## src/rtl/dmod_pkg.sv

```systemverilog
package dmod_pkg;

  // Input clocks in one output cycle for main count m, swallow count a, prescaler p
  function automatic int unsigned cycle_len(int unsigned m, int unsigned a, int unsigned p);
    return (m * p) + a;
  endfunction

  // A setting is usable when the main count is non-zero, the swallow count
  // fits inside one prescaler period, and the swallow count does not exceed M
  function automatic bit setting_legal(int unsigned m, int unsigned a, int unsigned p);
    return (m != 0) && (a < p) && (m >= a);
  endfunction

  // First value of the main counter that belongs to the low phase of div_clk
  function automatic int unsigned high_span(int unsigned m);
    return (m + 1) / 2;
  endfunction

endpackage

```

## src/rtl/dmod_prescaler.sv

```systemverilog
module dmod_prescaler #(
  parameter int PRE_P = 4,
  localparam int PC_W = $clog2(PRE_P + 1)
) (
  input  logic            clk,
  input  logic            rst_n,
  input  logic            use_long,
  output logic            tick,
  output logic [PC_W-1:0] phase
);

  logic [PC_W-1:0] pc_q;
  logic [PC_W-1:0] last_w;

  assign last_w = use_long ? PC_W'(PRE_P) : PC_W'(PRE_P - 1);
  assign tick   = (pc_q == last_w);
  assign phase  = pc_q;

  always_ff @(posedge clk) begin
    if (!rst_n) pc_q <= '0;
    else if (tick) pc_q <= '0;
    else pc_q <= pc_q + 1'b1;
  end

  // the count never passes the long modulus
  assert_pc_range_R3: assert property (@(posedge clk) disable iff (!rst_n)
    int'(pc_q) <= PRE_P);

  // reaching count P is only possible in the P+1 mode
  assert_top_count_long_R3: assert property (@(posedge clk) disable iff (!rst_n)
    (int'(pc_q) == PRE_P) |-> use_long);

  // the mode only switches at a prescaler boundary
  assert_mode_change_at_wrap_R3: assert property (@(posedge clk) disable iff (!rst_n)
    (use_long != $past(use_long)) |-> (pc_q == '0));

endmodule

```

## src/rtl/dmod_counters.sv

```systemverilog
module dmod_counters #(
  parameter int M_W = 4,
  parameter int A_W = 3
) (
  input  logic           clk,
  input  logic           rst_n,
  input  logic           tick,
  input  logic [M_W-1:0] m_act,
  input  logic [A_W-1:0] a_act,
  output logic           use_long,
  output logic           cycle_end,
  output logic [M_W-1:0] m_cnt_next
);

  logic [M_W-1:0] m_cnt_q;
  logic [A_W-1:0] a_cnt_q;
  logic [A_W-1:0] a_cnt_next;
  logic           m_last;

  assign use_long  = (a_cnt_q < a_act);
  assign m_last    = (m_cnt_q == M_W'(m_act - 1'b1));
  assign cycle_end = tick && m_last;

  always_comb begin
    m_cnt_next = m_cnt_q;
    a_cnt_next = a_cnt_q;
    if (cycle_end) begin
      m_cnt_next = '0;
      a_cnt_next = '0;
    end else if (tick) begin
      m_cnt_next = m_cnt_q + 1'b1;
      if (use_long) a_cnt_next = a_cnt_q + 1'b1;
    end
  end

  always_ff @(posedge clk) begin
    if (!rst_n) begin
      m_cnt_q <= '0;
      a_cnt_q <= '0;
    end else begin
      m_cnt_q <= m_cnt_next;
      a_cnt_q <= a_cnt_next;
    end
  end

  // the main counter stays below the active M
  assert_main_below_limit_R1: assert property (@(posedge clk) disable iff (!rst_n)
    m_cnt_q < m_act);

  // the swallow count never overshoots A
  assert_swallow_bounded_R3: assert property (@(posedge clk) disable iff (!rst_n)
    a_cnt_q <= a_act);

  // once the long phase ends it does not come back within the cycle
  assert_long_phase_first_R3: assert property (@(posedge clk) disable iff (!rst_n)
    (!use_long && !cycle_end) |=> !use_long);

endmodule

```

## src/rtl/dmod_settings.sv

```systemverilog
module dmod_settings
  import dmod_pkg::*;
#(
  parameter int PRE_P = 4,
  parameter int M_W   = 4,
  parameter int A_W   = 3,
  parameter int DEF_M = 3,
  parameter int DEF_A = 1
) (
  input  logic           clk,
  input  logic           rst_n,
  input  logic           load,
  input  logic [M_W-1:0] m_in,
  input  logic [A_W-1:0] a_in,
  input  logic           boundary,
  output logic [M_W-1:0] m_act,
  output logic [A_W-1:0] a_act,
  output logic [M_W-1:0] m_nxt,
  output logic           cfg_err
);

  logic [M_W-1:0] pend_m_q;
  logic [A_W-1:0] pend_a_q;
  logic           pend_v_q;
  logic           req_ok;
  logic           take;

  assign req_ok = setting_legal(int'(m_in), int'(a_in), PRE_P);
  assign take   = boundary && pend_v_q;
  assign m_nxt  = take ? pend_m_q : m_act;

  always_ff @(posedge clk) begin
    if (!rst_n) begin
      m_act    <= M_W'(DEF_M);
      a_act    <= A_W'(DEF_A);
      pend_m_q <= '0;
      pend_a_q <= '0;
      pend_v_q <= 1'b0;
      cfg_err  <= 1'b0;
    end else begin
      if (take) begin
        m_act <= pend_m_q;
        a_act <= pend_a_q;
      end
      if (load && req_ok) begin
        pend_m_q <= m_in;
        pend_a_q <= a_in;
        pend_v_q <= 1'b1;
        cfg_err  <= 1'b0;
      end else begin
        if (boundary) pend_v_q <= 1'b0;
        if (load) cfg_err <= 1'b1;
      end
    end
  end

  // the running settings are always legal
  assert_active_legal_R6: assert property (@(posedge clk) disable iff (!rst_n)
    (m_act != '0) && (int'(a_act) < PRE_P) && (int'(m_act) >= int'(a_act)));

  // a rejected request raises the flag
  assert_err_on_bad_load_R6: assert property (@(posedge clk) disable iff (!rst_n)
    (load && !req_ok) |=> cfg_err);

  // an accepted request clears the flag
  assert_err_clear_R7: assert property (@(posedge clk) disable iff (!rst_n)
    (load && req_ok) |=> !cfg_err);

  // settings move only at a cycle boundary
  assert_hold_between_boundaries_R5: assert property (@(posedge clk) disable iff (!rst_n)
    !boundary |=> ($stable(m_act) && $stable(a_act)));

endmodule

```

## src/rtl/dmod_divider.sv

```systemverilog
module dmod_divider
  import dmod_pkg::*;
#(
  parameter int PRE_P = 4,
  parameter int M_W   = 4,
  parameter int A_W   = $clog2(PRE_P + 1),
  parameter int DEF_M = 3,
  parameter int DEF_A = 1
) (
  input  logic           clk,
  input  logic           rst_n,
  input  logic           load,
  input  logic [M_W-1:0] m_in,
  input  logic [A_W-1:0] a_in,
  output logic           div_pulse,
  output logic           div_clk,
  output logic           cfg_err
);

  localparam int PC_W = $clog2(PRE_P + 1);

  logic [M_W-1:0]  m_act;
  logic [A_W-1:0]  a_act;
  logic [M_W-1:0]  m_nxt;
  logic            use_long;
  logic            pre_tick;
  logic [PC_W-1:0] pre_phase;
  logic            cycle_end;
  logic [M_W-1:0]  m_cnt_next;
  logic [M_W:0]    half_w;
  logic            clk_hi_next;

  dmod_settings #(
    .PRE_P(PRE_P), .M_W(M_W), .A_W(A_W), .DEF_M(DEF_M), .DEF_A(DEF_A)
  ) u_settings (
    .clk(clk), .rst_n(rst_n), .load(load), .m_in(m_in), .a_in(a_in),
    .boundary(cycle_end), .m_act(m_act), .a_act(a_act), .m_nxt(m_nxt),
    .cfg_err(cfg_err)
  );

  dmod_prescaler #(.PRE_P(PRE_P)) u_prescaler (
    .clk(clk), .rst_n(rst_n), .use_long(use_long), .tick(pre_tick),
    .phase(pre_phase)
  );

  dmod_counters #(.M_W(M_W), .A_W(A_W)) u_counters (
    .clk(clk), .rst_n(rst_n), .tick(pre_tick), .m_act(m_act), .a_act(a_act),
    .use_long(use_long), .cycle_end(cycle_end), .m_cnt_next(m_cnt_next)
  );

  assign half_w      = (M_W+1)'(high_span(int'(m_nxt)));
  assign clk_hi_next = ({1'b0, m_cnt_next} < half_w);

  always_ff @(posedge clk) begin
    if (!rst_n) begin
      div_pulse <= 1'b0;
      div_clk   <= 1'b1;
    end else begin
      div_pulse <= cycle_end;
      div_clk   <= clk_hi_next;
    end
  end

  // with no swallow the prescaler never reaches its long count
  assert_short_only_when_a_zero_R4: assert property (@(posedge clk) disable iff (!rst_n)
    (a_act == '0) |-> (int'(pre_phase) < PRE_P));

  // the boundary pulse lasts a single clock
  assert_single_pulse_R8: assert property (@(posedge clk) disable iff (!rst_n)
    div_pulse |=> !div_pulse);

  // the divided clock only rises together with the boundary pulse
  assert_clk_rise_with_pulse_R9: assert property (@(posedge clk) disable iff (!rst_n)
    $rose(div_clk) |-> div_pulse);

  // each cycle starts with the divided clock high
  assert_clk_high_at_start_R9: assert property (@(posedge clk) disable iff (!rst_n)
    div_pulse |-> div_clk);

endmodule

```

## config.mk

```make
export PLATFORM = sky130hd
export DESIGN_NAME = dmod_divider
export DESIGN_NICKNAME = d
export VERILOG_FILES = /design/src/rtl/dmod_pkg.sv /design/src/rtl/dmod_prescaler.sv /design/src/rtl/dmod_counters.sv /design/src/rtl/dmod_settings.sv /design/src/rtl/dmod_divider.sv
export SDC_FILE = /design/constraint.sdc
export NUM_CORES = 1
export LEC_CHECK = 0
export ABC_AREA = 1
export CAP_MARGIN = 10
export CORE_MARGIN = 4
export CORE_UTILIZATION = 58
export CTS_BUF_LIST = sky130_fd_sc_hd__clkbuf_4
export CTS_CLUSTER_SIZE = 14
export DETAILED_ROUTE_END_ITERATION = 6
export DONT_BUFFER_PORTS = 1
export PLACE_DENSITY = 0.75
export SKIP_LAST_GASP = 1
export SLEW_MARGIN = 20
export SYNTH_ARGS = -nofsm -noshare
export SYNTH_HDL_FRONTEND = slang
export SYNTH_HIERARCHICAL = 1
export SYNTH_SLANG_ARGS = --single-unit
```

## constraint.sdc

```tcl
create_clock -name clk -period 8.8 [get_ports clk]
set_input_delay 0.44 -clock clk [delete_from_list [all_inputs] [get_ports clk]]
set_output_delay 0.44 -clock clk [all_outputs]
set_load 0.1 [all_outputs]
```

==> tab_implementation.tex <==
\begin{tabular}{lr}
\hline
Metric & Value \\
\hline
\multicolumn{2}{l}{\textbf{Power and ir drop}} \\
Power density over the cells & 146.4 nW/um\^{}2 \\
Static leakage & 0.8654 nW \\
Peak supply drop & 102.4 uV \\
\multicolumn{2}{l}{\textbf{Die}} \\
Vertical die dimension & 60.82 um \\
Width of the chip & 60.82 um \\
Area of the die & 3698 sq um \\
Core Rows & 18 \\
Starting utilization of the core area & 0.6301 \\
Area of the placeable core & 2567 sq um \\
IO Pins & 13 \\
\multicolumn{2}{l}{\textbf{Setup path}} \\
Kind of critical path & flop to flop \\
Arrival time of data at the critical path endpoint & 3.78 ns \\
Critical Path Start & u\_settings/a\_act[2]\$\_SDFFE\_PN0P\_ \\
CP Launch Type & flop \\
Crit. End Element & flop \\
Largest driver fanout on the critical path & 8 \\
Worst endpoint required time & 9.06 ns \\
Critical register-to-register path startpoint & u\_settings/a\_act[2]\$\_SDFFE\_PN0P\_ \\
\multicolumn{2}{l}{\textbf{Logic synthesis}} \\
Ys async rst share & 0 \\
Register bit total from synthesis & 28 \\
Post-synthesis instance area & 1618 sq um \\
Number of distinct library cells after synthesis & 23 \\
Number of flops mapped to enable cells by yosys & 0 \\
Leading post-synthesis cells by cell area & dfxtp\_1 (35\%), nand2\_1 (13\%), ha\_1 (10\%) \\
Register area share after synthesis & 0.3465 \\
Post-synthesis net count & 256 \\
Most instantiated flip-flop cell in the synthesis netlist & dfxtp\_1 \\
Total number of yosys warnings & 6 \\
Synthesized netlist cell count & 233 \\
Top-count cell post-synth & nand2\_1 \\
Most used standard cells in the synthesized netlist & nand2\_1 (54), inv\_1 (40), nor2\_1 (36), dfxtp\_1 (28), nand3\_1 (14) \\
Avg Inst Size Synth & 6.943 sq um \\
Cell accounting for the most synthesized area & dfxtp\_1 \\
Post-synth top area share & 0.3465 \\
\multicolumn{2}{l}{\textbf{Clock tree}} \\
CTS clock-pin slew for the worst setup and hold paths & 0.16 ns \\
Maximum level of the CTS H-tree & 1 \\
CTS tree & yes \\
Number of CTS-inserted buffers & 3 \\
Clock tree sinks & 28 \\
Number of setup buffers added after CTS & 0 \\
Master cell of the clock root buffer & clkbuf\_4 \\
Largest buffer count on any clock path & 2 \\
Hold-fix buffer count after cts & 0 \\
Post-cts gate resize count & 0 \\
Clock latency on the worst-skew pair & 0.34 ns \\
\multicolumn{2}{l}{\textbf{GRT}} \\
Wire length of the first global-routing pass & 4.767 mm \\
Final global-route overflow total & 0 \\
Number of antenna violations at the first check in global routing & 0 \\
Maximum number of pins on one net before global-route repair & 19 \\
Overall track demand over capacity in global routing & 0.1734 \\
Via count of the first global-routing pass & 1,167 \\
\multicolumn{2}{l}{\textbf{Timing}} \\
Clk\_skew & 0.01554 ns \\
Setup-failing EPs final & 0 \\
Ratio of final minimum period to clock period & 0.3991 \\
Endpoints failing hold & 0 \\
Maximum achievable frequency & 284.7 MHz \\
Count of final max-slew check failures & 0 \\
Post-layout minimum cycle time & 3.512 ns \\
Post-Route Setup TNS & 0 ns \\
Setup repair after global routing missed its margin & false \\
Max\_slew headroom & 0.3589 \\
Worst Tran Pin Value & 0.9603 ns \\
\multicolumn{2}{l}{\textbf{Routing}} \\
First drt pass iteration count & 4 \\
Drt total wl & 2.645 mm \\
Drc violations & 0 \\
DR vias & 1,244 \\
Average vias per placed instance & 4.730 \\
ANT nets after route & 0 \\
Final routed wire length divided by cell count & 10.06 um \\
First-iteration detailed-routing DRC count & 51 \\
\multicolumn{2}{l}{\textbf{Cells and area}} \\
Growth of design area from synthesis to finish & 3.248\% \\
Number of non-filler instances in the completed layout & 263 \\
Area of combinational cells with multiple inputs & 862.1 sq um \\
Layout fillers & 244 \\
Diodes inserted & 0 \\
Layout net count & 257 \\
Final core area utilization & 0.6506 \\
Fraction of layout instances using a drive strength above 1 & 0.07725 \\
Sequential cell area & 560.5 sq um \\
\multicolumn{2}{l}{\textbf{Min path}} \\
Critical hold path startpoint & rst\_n \\
Min-delay worst type & primary input to flop \\
\multicolumn{2}{l}{\textbf{Job}} \\
Max-cap check violation count & 0 \\
\multicolumn{2}{l}{\textbf{Place}} \\
Global placement routability congestion & 0.8101 \\
Post-detail-place hpwl & 2.014 mm \\
Total of buffers placed on input and output ports & 0 \\
Placed Cells incl. Taps & 259 \\
\multicolumn{2}{l}{\textbf{Outcome}} \\
Run status & finished clean \\
\hline
\end{tabular}
## per-stage QoR
| stage | hold slack, ns | setup slack (ns) | instance area, sq um | total power, mW |
|---|---|---|---|---|
| after floorplan | 0.4154 | 5.736 | 1618 | 0.1616 |
| after global placement | 0.4327 | 5.353 | 1618 | 0.1624 |
| after detailed placement | 0.4363 | 5.323 | 1618 | 0.1628 |
| after CTS | 0.1401 | 5.289 | 1670 | 0.2478 |
| after global routing | 0.1237 | 4.877 | 1670 | 0.2572 |
| final | 0.1560 | 5.288 | 1670 | 0.2445 |
## layout by cell type, fill, tap and decap left out, types with 2 or more instances in the layout
master	n
inv_1	40
nor2_2	2
inv_2	2
nand2_1	54
clkbuf_4	3
nand2_2	4
and2_1	3
nand3_1	14
ha_1	13
a21oi_2	2
nand4_1	4
nand3_2	2
dfxtp_1	28
o21ai_0	4
xnor2_1	4
nor2_1	36
a21oi_1	8
xor2_1	5
## flip-flops by register name, indices dropped and copies added, names as in the netlist
| register | cells |
|---|---|
| div_pulse | 1 |
| u_counters/a_cnt_q | 3 |
| u_counters/m_cnt_q | 4 |
| u_settings/pend_a_q | 3 |
| div_clk | 1 |
| u_prescaler/phase | 3 |
| u_settings/cfg_err | 1 |
| u_settings/pend_m_q | 4 |
| u_settings/m_act | 4 |
| u_settings/a_act | 3 |
| u_settings/pend_v_q | 1 |
## per-layer routing
| layer | up-vias | global-route usage | part of all wire |
|---|---|---|---|
| met1 | 507 | 0.2283 | 0.52 |
| met2 | 19 | 0.2656 | 0.42 |
| met4 | 0 | 0.09288 | 0.022 |
| li1 | 712 | - | - |
| met5 | - | 0 | 0 |
| met3 | 6 | 0.03617 | 0.037 |
## power breakdown
part / internal, mW / switching, mW / total, mW
sequential: 0.132 / 0.00610 / 0.138
combinational: 0.00905 / 0.0130 / 0.0220
clock: 0.0461 / 0.0386 / 0.0847
## worst paths after layout
kind	slack, ns	endpoint	cells after the start
max	5.29	div_clk$_SDFF_PN1_	27
min	0.16	u_settings/m_act[0]$_SDFF_PN1_	1
max reg2reg	5.29	div_clk$_SDFF_PN1_	27
min reg2reg	0.45	u_settings/pend_a_q[2]$_SDFFE_PN0P_	2
## cell type report
type / count / share of cell area
multi-input cells: 159 / 0.5161
flip-flops and latches: 28 / 0.3356
inverters: 42 / 0.09438
well taps: 30 / 0.02247
clock inverters: 1 / 0.01798
clock buffers: 3 / 0.01348
## cell families after synthesis
kind of cell	synth area share
and+or+nand+nor	0.3295
buffers and inverters	0.1206
DFF	0.3465
AOI/OAI and AO/OA	0.04795
adders and majority gates	0.1005
xor gates and xnor gates	0.04872
muxes	0.006187
## critical path, stage by stage, from the launching register on
cell and delay (ns):
dfxtp_1 0.36, inv_1 0.05, ha_1 0.32, a21oi_2 0.21, and2_1 0.17, nand2_1 0.06
inv_1 0.06, nand2_2 0.05, nand2_1 0.24, nand2_1 0.09, nor2_1 0.10, nand2_1 0.07
nor2_2 0.12, nand2_2 0.08, inv_2 0.13, nand2_2 0.13, inv_2 0.14, or2_2 0.12
o21ai_0 0.09, inv_1 0.12, nand3_1 0.10, xor2_1 0.16, ha_1 0.28, nand2_1 0.04
inv_1 0.04, nand2_1 0.04, nand2_1 0.05, nand2_1 0.04
No activity file was read; power rests on OpenSTA's default activity.
